<file path="config.mk">
export PLATFORM = sky130hd
export DESIGN_NAME = rail_seq_supervisor
export DESIGN_NICKNAME = d
export VERILOG_FILES = /design/src/rtl/rail_seq_pkg.sv /design/src/rtl/rail_qual_timer.sv /design/src/rtl/rail_seq_core.sv /design/src/rtl/rail_seq_supervisor.sv
export SDC_FILE = /design/constraint.sdc
export NUM_CORES = 1
export LEC_CHECK = 0
export BUFFER_PORTS_ARGS = -buffer_cell sky130_fd_sc_hd__buf_2
export CORE_MARGIN = 5
export CORE_UTILIZATION = 40
export DETAILED_ROUTE_END_ITERATION = 8
export RECOVER_POWER = 50
export SLEW_MARGIN = 20
export SYNTH_ARGS = -nofsm -noshare
export SYNTH_HDL_FRONTEND = slang
export SYNTH_SLANG_ARGS = --single-unit
export TNS_END_PERCENT = 20
</file>
<file path="constraint.sdc">
create_clock -name clk -period 2.27 [get_ports clk]
set_input_delay 0 -clock clk [delete_from_list [all_inputs] [get_ports clk]]
set_output_delay 0 -clock clk [all_outputs]
set_load 0.05 [all_outputs]
</file>
<file path="src/rtl/rail_seq_pkg.sv">
// Package: shared types for the rail sequencing supervisor.
// Assumes: two latched operating modes, encoded in one bit.
package rail_seq_pkg;

    typedef enum logic {
        MODE_POWERUP   = 1'b0,
        MODE_SUPERVISE = 1'b1
    } seq_mode_e;

endpackage

</file>
<file path="src/rtl/rail_qual_timer.sv">
// Module: rail_qual_timer
// Counts consecutive clock edges at which 'qual' is high.
// 'expired' is high while qual holds in the cycle that would be the
// HOLD_CYCLES-th consecutive qualified edge, or any later one.
// Assumes: HOLD_CYCLES >= 1, and qual is a synchronous level.
module rail_qual_timer #(
    parameter int HOLD_CYCLES = 47_500_000
) (
    input  logic clk,
    input  logic rst_n,
    input  logic qual,
    output logic expired
);
    localparam int CW = (HOLD_CYCLES > 1) ? $clog2(HOLD_CYCLES) : 1;
    localparam logic [CW-1:0] LAST = CW'(HOLD_CYCLES - 1);

    logic [CW-1:0] cnt_q;

    // Purpose: saturating count of qualified edges, cleared whenever qual drops.
    always_ff @(posedge clk) begin
        if (!rst_n) begin
            cnt_q <= '0;
        end else if (!qual) begin
            cnt_q <= '0;
        end else if (cnt_q != LAST) begin
            cnt_q <= cnt_q + 1'b1;
        end
    end

    // Purpose: flag the edge at which the hold time is reached.
    always_comb begin
        expired = qual && (cnt_q == LAST);
    end

endmodule

</file>
<file path="src/rtl/rail_seq_core.sv">
// Module: rail_seq_core
// Mode register, enable chain and power-good register.
// Assumes: the timer 'expired' strobes come from rail_qual_timer instances
// that are fed by rail_ok[0] (start timer) and by pg_qual (power-good timer).
module rail_seq_core
    import rail_seq_pkg::*;
#(
    parameter int NUM_RAILS = 4
) (
    input  logic                 clk,
    input  logic                 rst_n,
    input  logic [NUM_RAILS-1:0] rail_ok,
    input  logic                 start_expired,
    input  logic                 pg_expired,
    output logic                 pg_qual,
    output logic [NUM_RAILS-2:0] reg_en,
    output logic                 pwr_good,
    output logic                 mode_sup
);
    localparam int NE = NUM_RAILS - 1;

    seq_mode_e        mode_q;
    logic [NE-1:0]    en_q;
    logic [NE-1:0]    en_chain_d;
    logic             pg_q;

    // Purpose: power-up chain; each enable waits on its predecessor and its own flag.
    generate
        for (genvar k = 0; k < NE; k++) begin : g_chain
            if (k == 0) begin : g_first
                assign en_chain_d[k] = rail_ok[0] && start_expired;
            end else begin : g_next
                assign en_chain_d[k] = rail_ok[0] && en_q[k-1] && rail_ok[k];
            end
        end
    endgenerate

    // Purpose: power-good qualifier; power-up mode also requires every enable on.
    always_comb begin
        pg_qual = (&rail_ok) && ((mode_q == MODE_SUPERVISE) || (&en_q));
    end

    // Purpose: mode latch, enables and power-good, with mode-dependent fault handling.
    always_ff @(posedge clk) begin
        if (!rst_n) begin
            mode_q <= MODE_POWERUP;
            en_q   <= '0;
            pg_q   <= 1'b0;
        end else if (mode_q == MODE_SUPERVISE) begin
            if (!rail_ok[0]) begin
                mode_q <= MODE_POWERUP;
                en_q   <= '0;
                pg_q   <= 1'b0;
            end else begin
                pg_q   <= pg_expired;
            end
        end else begin
            en_q <= en_chain_d;
            pg_q <= pg_expired;
            if (pg_expired) begin
                mode_q <= MODE_SUPERVISE;
            end
        end
    end

    assign reg_en   = en_q;
    assign pwr_good = pg_q;
    assign mode_sup = (mode_q == MODE_SUPERVISE);

    AST_PRIMARY_OFF: assert property (@(posedge clk) disable iff (!rst_n)
        !rail_ok[0] |=> (reg_en == '0) && !pwr_good);

    AST_PG_NEEDS_EN: assert property (@(posedge clk) disable iff (!rst_n)
        pwr_good |-> (&reg_en));

    AST_MODE_ON_PG: assert property (@(posedge clk) disable iff (!rst_n)
        $rose(pwr_good) |-> mode_sup);

    AST_SUP_PRIMARY_DROP: assert property (@(posedge clk) disable iff (!rst_n)
        (mode_sup && !rail_ok[0]) |=> !mode_sup && (reg_en == '0));

    AST_SUP_KEEPS_EN: assert property (@(posedge clk) disable iff (!rst_n)
        (mode_sup && rail_ok[0]) |=> (&reg_en) && mode_sup);

    AST_SUP_PG_DROP: assert property (@(posedge clk) disable iff (!rst_n)
        (mode_sup && !(&rail_ok)) |=> !pwr_good);

    generate
        for (genvar k = 1; k < NE; k++) begin : g_chain_chk
            AST_CHAIN_ORDER: assert property (@(posedge clk) disable iff (!rst_n)
                (!mode_sup && !reg_en[k-1]) |=> !reg_en[k]);
        end
    endgenerate

endmodule

</file>
<file path="src/rtl/rail_seq_supervisor.sv">
// Module: rail_seq_supervisor (top)
// Sequences NUM_RAILS-1 regulator enables from NUM_RAILS rail-OK flags and
// supervises them after power-good, using two hold-time timers.
// Assumes: rail_ok is already synchronous to clk; HOLD_CYCLES is the hold time
// in clock cycles (the default is 190 ms at 250 MHz).
module rail_seq_supervisor #(
    parameter int NUM_RAILS   = 4,
    parameter int HOLD_CYCLES = 47_500_000
) (
    input  logic                 clk,
    input  logic                 rst_n,
    input  logic [NUM_RAILS-1:0] rail_ok,
    output logic [NUM_RAILS-2:0] reg_en,
    output logic                 pwr_good,
    output logic                 mode_sup
);
    logic start_expired;
    logic pg_expired;
    logic pg_qual;

    rail_qual_timer #(.HOLD_CYCLES(HOLD_CYCLES)) u_start_timer (
        .clk     (clk),
        .rst_n   (rst_n),
        .qual    (rail_ok[0]),
        .expired (start_expired)
    );

    rail_qual_timer #(.HOLD_CYCLES(HOLD_CYCLES)) u_pg_timer (
        .clk     (clk),
        .rst_n   (rst_n),
        .qual    (pg_qual),
        .expired (pg_expired)
    );

    rail_seq_core #(.NUM_RAILS(NUM_RAILS)) u_core (
        .clk           (clk),
        .rst_n         (rst_n),
        .rail_ok       (rail_ok),
        .start_expired (start_expired),
        .pg_expired    (pg_expired),
        .pg_qual       (pg_qual),
        .reg_en        (reg_en),
        .pwr_good      (pwr_good),
        .mode_sup      (mode_sup)
    );

    // Independent count of consecutive primary-high edges, used only by the check below.
    localparam int HW = $clog2(HOLD_CYCLES + 1);
    logic [HW-1:0] primary_hold_q;

    // Purpose: saturating run length of rail_ok[0], for the start-delay assertion.
    always_ff @(posedge clk) begin
        if (!rst_n || !rail_ok[0]) begin
            primary_hold_q <= '0;
        end else if (primary_hold_q != HW'(HOLD_CYCLES)) begin
            primary_hold_q <= primary_hold_q + 1'b1;
        end
    end

    AST_START_DELAY: assert property (@(posedge clk) disable iff (!rst_n)
        $rose(reg_en[0]) |-> (primary_hold_q >= HW'(HOLD_CYCLES)));

endmodule

</file>
==> results of run 1 <==
[routing by layer]
layer / GRT usage [%] / wire length, um / part of all wire (%)
met5: 0 / 0 / 0
met4: 6.824 / 85 / 1.6
met3: 4.583 / 229 / 4.3
met2: 18.77 / 2230 / 42
met1: 18.63 / 2734 / 52
[worst register-to-register path, stage by stage (launching register included)]
cell	delay (ns)
dfxtp_1	0.41
ha_1	0.25
nand4_1	0.25
or4_1	0.70
and3_4	0.24
mux2i_1	0.11
[final cells by class]
cell class / instances / area [um^2] / share of cell area [%]
clock buffers: 12 / 155.1 / 5.147
clock inverters: 4 / 98.84 / 3.279
inverters: 3 / 11.26 / 0.3736
multi-input cells: 232 / 1408 / 46.70
flip-flops and latches: 57 / 1141 / 37.86
well taps: 77 / 96.34 / 3.196
repair buffers: 20 / 103.9 / 3.445
[sequential cells by signal (all words and copies together), names as in the netlist]
register,flops
u_core.pwr_good,1
u_core.mode_sup,1
u_start_timer.cnt_q,26
u_pg_timer.cnt_q,26
u_core.reg_en,3
[stage by stage]
step / power (uW) / worst slack [ns] / utilization [%] / cells / area (um^2)
floorplan: 1038 / 0.2133 / - / 302 / 2606
global placement: 1047 / 0.2827 / 43.90 / 389 / 2788
detailed placement: 1048 / 0.2337 / 43.90 / 389 / 2788
CTS: 2242 / 0.2078 / 47.90 / 405 / 3042
global route: 2297 / 0.08770 / 47.47 / 405 / 3014
finish: 2217 / 0.2066 / 47.47 / 405 / 3014
[layout by cell type, fill, tap and decap left out, drive strengths merged, types with 5 or more instances in the layout]
cell	Yosys	layout
dfxtp	57	57
nor2	51	51
xor2	33	33
nand2	27	27
nand4	24	24
nand3	21	21
clkbuf	7	21
nor4	11	11
buf	3	11
xnor2	7	7
a21oi	6	6
and4	5	5
o21ai	5	5
and3	5	5
and2	5	5
[where the power goes]
| part | switching (uW) | internal, uW |
|---|---|---|
| logic | 13.6 | 7.46 |
| clock network | 401 | 792 |
| registers | 2.36 | 1000 |
| total | 417 | 1800 |
[cells by family (layout without fill, tap and decap cells)]
family	Yosys count	count (layout)	share of synthesized area, %
flops	57	57	43.78
buf+inv	13	39	1.968
mux	2	2	0.7682
xor+xnor	40	40	13.44
simple gates	168	168	34.33
fa+ha+maj	2	2	0.9600
compound gates	20	20	4.753
[worst min-delay path by stage]
| stage | from | to | slack, ns | cells after the start |
|---|---|---|---|---|
| 2_1_floorplan | rail_ok[1] | u_core.reg_en[1] | 0.24 | 4 |
| 3_3_place_gp | rail_ok[1] | u_core.reg_en[1] | 0.36 | 5 |
| 3_5_place_dp | rail_ok[1] | u_core.reg_en[1] | 0.36 | 5 |
| 4_1_cts | rail_ok[2] | u_core.reg_en[2] | 0.01 | 5 |
| 5_1_grt | rail_ok[2] | u_core.reg_en[2] | 0.05 | 5 |
| 6_report | rail_ok[2] | u_core.reg_en[2] | 0.02 | 5 |
==> qor.yml, run 1 <==
yosys:
  ys_types: 37
  postSynthCellCount: 302
  syn_area_per_cell_um2: 8.630
  yosys.area.top_type_share_pct: 43.78
  synth_area_leaders: "dfxtp_1 44%, xor2_1 11%, nor2_1 7.3%, nand4_1 5.8%, nand3_1 4.0%"
  synthTopCellsByCount: "57 x dfxtp_1, 51 x nor2_1, 33 x xor2_1"
  ys_async_sr_fraction_pct: 0
  synth_edf_count: 0
  yosys.area.top_type: "dfxtp_1"
  ys_warn_count: 0
  yosysSeqAreaShare_pct: 43.78
  ys.flop_type: "dfxtp_1"
  syn_nets: 310
  yosys.cell_count.top_type: "dfxtp_1"
  synth_area_um2: 2606
  ys_seq_elements: 57
setup_path:
  arrival_ns: 2.29
  crit_required_ns: 2.50
  slowest_stage: "or4_1"
  end_kind: "flip-flop"
  path_class: "flip-flop to flip-flop"
  crit_path_end: "u_start_timer.cnt_q[4]"
  crit_cells: 5
  worstSetupStartpointType: "flip-flop"
  worstRegToRegCells: 5
  reg2reg_to: "u_start_timer.cnt_q[4]"
  ff2ff_setup_slack_ns: 0.21
  crit_path_max_incr_delay_ns: 0.70
  crit_start: "u_start_timer.cnt_q[0]"
  path_delay_family: "simple AND/OR/NAND/NOR gates"
  cp_max_fo: 5
  cp.buffers_inverters: 0
  regToRegStartpoint: "u_start_timer.cnt_q[0]"
  crit_chain: "ha_1 -> nand4_1 -> or4_1 -> and3_4 -> mux2i_1"
outcome:
  status: "finished, final reports clean"
route:
  route.detailed.drc: 0
  ant_nets: 0
  drt_iter0_drc: 127
  wl_per_cell_um: 13.03
  viasPerCell: 5.365
  dr.pass1.iters: 4
  via_count: 2173
  wl_um: 5279
sta:
  rsz0062_at_grt: "false"
  hold_ws_ns: 0.02427
  tightestPinTransition_ns: 0.5970
  period_share_pct: 90.90
  finClkSkew_ns: 0.01124
  fin_crit_ns: 2.063
  hold_viol: 0
  fmax_mhz: 484.6
  final_max_slew_viol_count: 0
  finalSetupViolations: 0
  relSlewSlack_pct: 60.37
  tns_ns: 0
global_routing:
  track_usage_pct: 13.59
  grt_max_degree: 28
  globalRoute.totalOverflow: 0
  grt_pass1_vias: 2000
  grt_pass1_wl_um: 9114
  antenna_found_initial: 0
clock_tree:
  cts_sinks: 57
  hold_buffers: 0
  clk_pin_slew_worst_paths_ns: 0.07
  cts_max_level: 3
  tritoncts: "yes"
  cts_buffer_depth: 2
  cts_setup_buffers: 0
  root_buffer: "clkbuf_8"
  numCtsBuffers: 9
  cts_resized: 0
  insertion_delay_ns: 0.33
die:
  pin_count: 11
  initial_utilization_pct: 41.04
  dieWidth_um: 90.72
  die-area_um2: 8230
  fp.dieH_um: 90.72
  rows: 29
  core_um2: 6350
power_and_ir_drop:
  p_leak_uw: 0.001020
  irDropWorstVdd_v: 0.0004135
  power_density_nw_per_um2: 735.6
final_layout:
  areaGrowthSynthToFinish_pct: 15.65
  nNetsFinal: 331
  fill_cells: 615
  antenna_cells: 0
  drive_above_1_share_pct: 9.756
place:
  hpwl_um: 3666
  gp_congestion: 0.8060
  io_buffer_count: 10
flow_run:
  cap_violations: 0
min_path:
  min_path_type: "primary input to flip-flop"
Note: power is estimated with default switching activity, not from simulation.
==> run 2, diff against run 1 <==
--- a/config.mk
+++ b/config.mk
@@ -5,10 +5,10 @@
 export SDC_FILE = /design/constraint.sdc
 export NUM_CORES = 1
 export LEC_CHECK = 0
-export BUFFER_PORTS_ARGS = -buffer_cell sky130_fd_sc_hd__buf_2
 export CORE_MARGIN = 5
 export CORE_UTILIZATION = 40
 export DETAILED_ROUTE_END_ITERATION = 8
+export DONT_BUFFER_PORTS = 1
 export RECOVER_POWER = 50
 export SLEW_MARGIN = 20
 export SYNTH_ARGS = -nofsm -noshare
==> run 2 against run 1 <==
Effect of this change:
- clock power down 22%
- total power down 12%
- final area down 2.4%
- non-clock buffer count down 4
- sequential cell count unchanged
- critical path type unchanged
- register-to-register slack better by 0.05 ns
- setup slack better by 0.047 ns
- maximum frequency up 2.3%
- final cell count down 1.2%
- clock-buffer cell count unchanged
- largest cell class unchanged
- die area unchanged
==> qor.yml, run 2 (synthesis gave the netlist of run 1 again) <==
outcome:
  status: "finished, final reports clean"
route:
  ant_nets: 0
  wl_um: 5214
  dr.pass1.iters: 4
  route.detailed.drc: 0
  via_count: 2149
  drt_iter0_drc: 117
  viasPerCell: 5.373
  wl_per_cell_um: 13.04
setup_path:
  arrival_ns: 2.23
  path_class: "flip-flop to flip-flop"
  crit_path_max_incr_delay_ns: 0.67
  slowest_stage: "or4_1"
  cp.buffers_inverters: 0
  reg2reg_to: "u_start_timer.cnt_q[4]"
  path_delay_family: "simple AND/OR/NAND/NOR gates"
  worstSetupStartpointType: "flip-flop"
  cp_max_fo: 5
  crit_required_ns: 2.48
  worstRegToRegCells: 5
  end_kind: "flip-flop"
  ff2ff_setup_slack_ns: 0.25
  regToRegStartpoint: "u_start_timer.cnt_q[0]"
  crit_chain: "ha_1 -> nand4_1 -> or4_1 -> and3_4 -> mux2i_1"
clock_tree:
  insertion_delay_ns: 0.32
  cts_sinks: 57
  root_buffer: "clkbuf_8"
  cts_max_level: 3
  cts_resized: 0
  cts_buffer_depth: 2
  cts_setup_buffers: 0
  tritoncts: "yes"
  numCtsBuffers: 9
  clk_pin_slew_worst_paths_ns: 0.06
  hold_buffers: 2
power_and_ir_drop:
  irDropWorstVdd_v: 0.0002786
  power_density_nw_per_um2: 662.2
  p_leak_uw: 0.0009784
place:
  io_buffer_count: 0
  dp.cells: 383
  postPlaceCellArea_um2: 2768
  hpwl_um: 3722
  gp_congestion: 0.8140
sta:
  rsz0062_at_grt: "false"
  fin_crit_ns: 2.017
  period_share_pct: 88.84
  final_max_slew_viol_count: 0
  fmax_mhz: 495.9
  finalSetupViolations: 0
  hold_viol: 0
  tns_ns: 0
  relSlewSlack_pct: 42.96
  finClkSkew_ns: 0.01023
  tightestPinTransition_ns: 0.8556
die:
  initial_utilization_pct: 41.04
  core_um2: 6350
  fp.dieH_um: 90.72
  die-area_um2: 8230
  dieWidth_um: 90.72
  rows: 29
  pin_count: 11
global_routing:
  grt_pass1_wl_um: 9094
  track_usage_pct: 13.45
  met2_usage_pct: 18.46
  grt_max_degree: 28
  grt-busiest-layer: "met1"
  grtUsageMet1_pct: 18.95
  globalRoute.totalOverflow: 0
  antenna_found_initial: 0
  gr-usage-met3_pct: 4.333
  grt_pass1_vias: 1956
flow_run:
  cap_violations: 0
final_layout:
  final_common_cell: "dfxtp_1"
  final_cell_mix: "57 x dfxtp_1, 51 x nor2_1, 33 x xor2_1"
  antenna_cells: 0
  drive_above_1_share_pct: 7.740
  finalNonFillerCells: 400
  areaGrowthSynthToFinish_pct: 12.91
  nNetsFinal: 327
  postLayoutCellArea_um2: 2943
  finish.utilization_pct: 46.34
  fill_cells: 628
min_path:
  holdPathStages: 4
  min_path_type: "primary input to flip-flop"
  holdCritStartpoint: "rail_ok[2]"
  hold_end: "u_pg_timer.cnt_q[3]"
[run 2: changes by cell type in the layout (fill, tap and decap cells not counted)]
cell | before | now
dlygate4sd3_1 | 0 | 2
bufinv_16 | 3 | 1
clkinv_2 | 0 | 2
buf_2 | 5 | 0
clkinv_4 | 1 | 0
buf_4 | 6 | 5
[run 2: area by class of cell]
| class | instances | area [um^2] | area share (%) |
|---|---|---|---|
| multi-input combinational | 232 | 1408 | 47.83 |
| sequential | 57 | 1141 | 38.78 |
| clock buffer | 12 | 155.1 | 5.272 |
| tap | 77 | 96.34 | 3.274 |
| timing repair buffer | 16 | 91.34 | 3.104 |
| clock inverter | 3 | 40.04 | 1.361 |
| inverter | 3 | 11.26 | 0.3827 |
[run 2: tightest hold or removal path: stages]
cell      delay, ns
nand3_1        0.08
nor3_1         0.08
o211ai_1       0.08
nand2_1        0.05
[run 2: per-stage QoR]
stage	hold WS (ns)	power, uW	worst slack (ns)
finish	0.01931	1949	0.2533
global route	0.01977	2047	0.1018
CTS	0.007595	1980	0.2513
detailed placement	0.2799	1043	0.2729
global placement	0.2684	1043	0.3065
floorplan	0.2448	1038	0.2133
[run 2: how the worst max path moves through the flow]
| stage | from | endpoint | cells after the start |
|---|---|---|---|
| 2_1_floorplan | u_core.mode_sup | u_pg_timer.cnt_q[3] | 6 |
| 3_3_place_gp | u_start_timer.cnt_q[0] | u_start_timer.cnt_q[4] | 5 |
| 3_5_place_dp | u_start_timer.cnt_q[0] | u_start_timer.cnt_q[4] | 5 |
| 4_1_cts | u_start_timer.cnt_q[0] | u_start_timer.cnt_q[4] | 5 |
| 5_1_grt | u_start_timer.cnt_q[0] | u_start_timer.cnt_q[24] | 7 |
| 6_report | u_start_timer.cnt_q[0] | u_start_timer.cnt_q[4] | 5 |
[run 2: power by group]
group          internal (uW)  total, uW  switching (uW)
clock                    557        925             368
combinational           6.64       18.7            12.0
sequential              1000       1000            2.49
total                   1570       1950             383
[run 2: per-layer routing]
layer	wire length (um)	share of wire (%)
met2	2214	42
met3	225	4.3
met5	0	0
met4	77	1.5
met1	2697	52
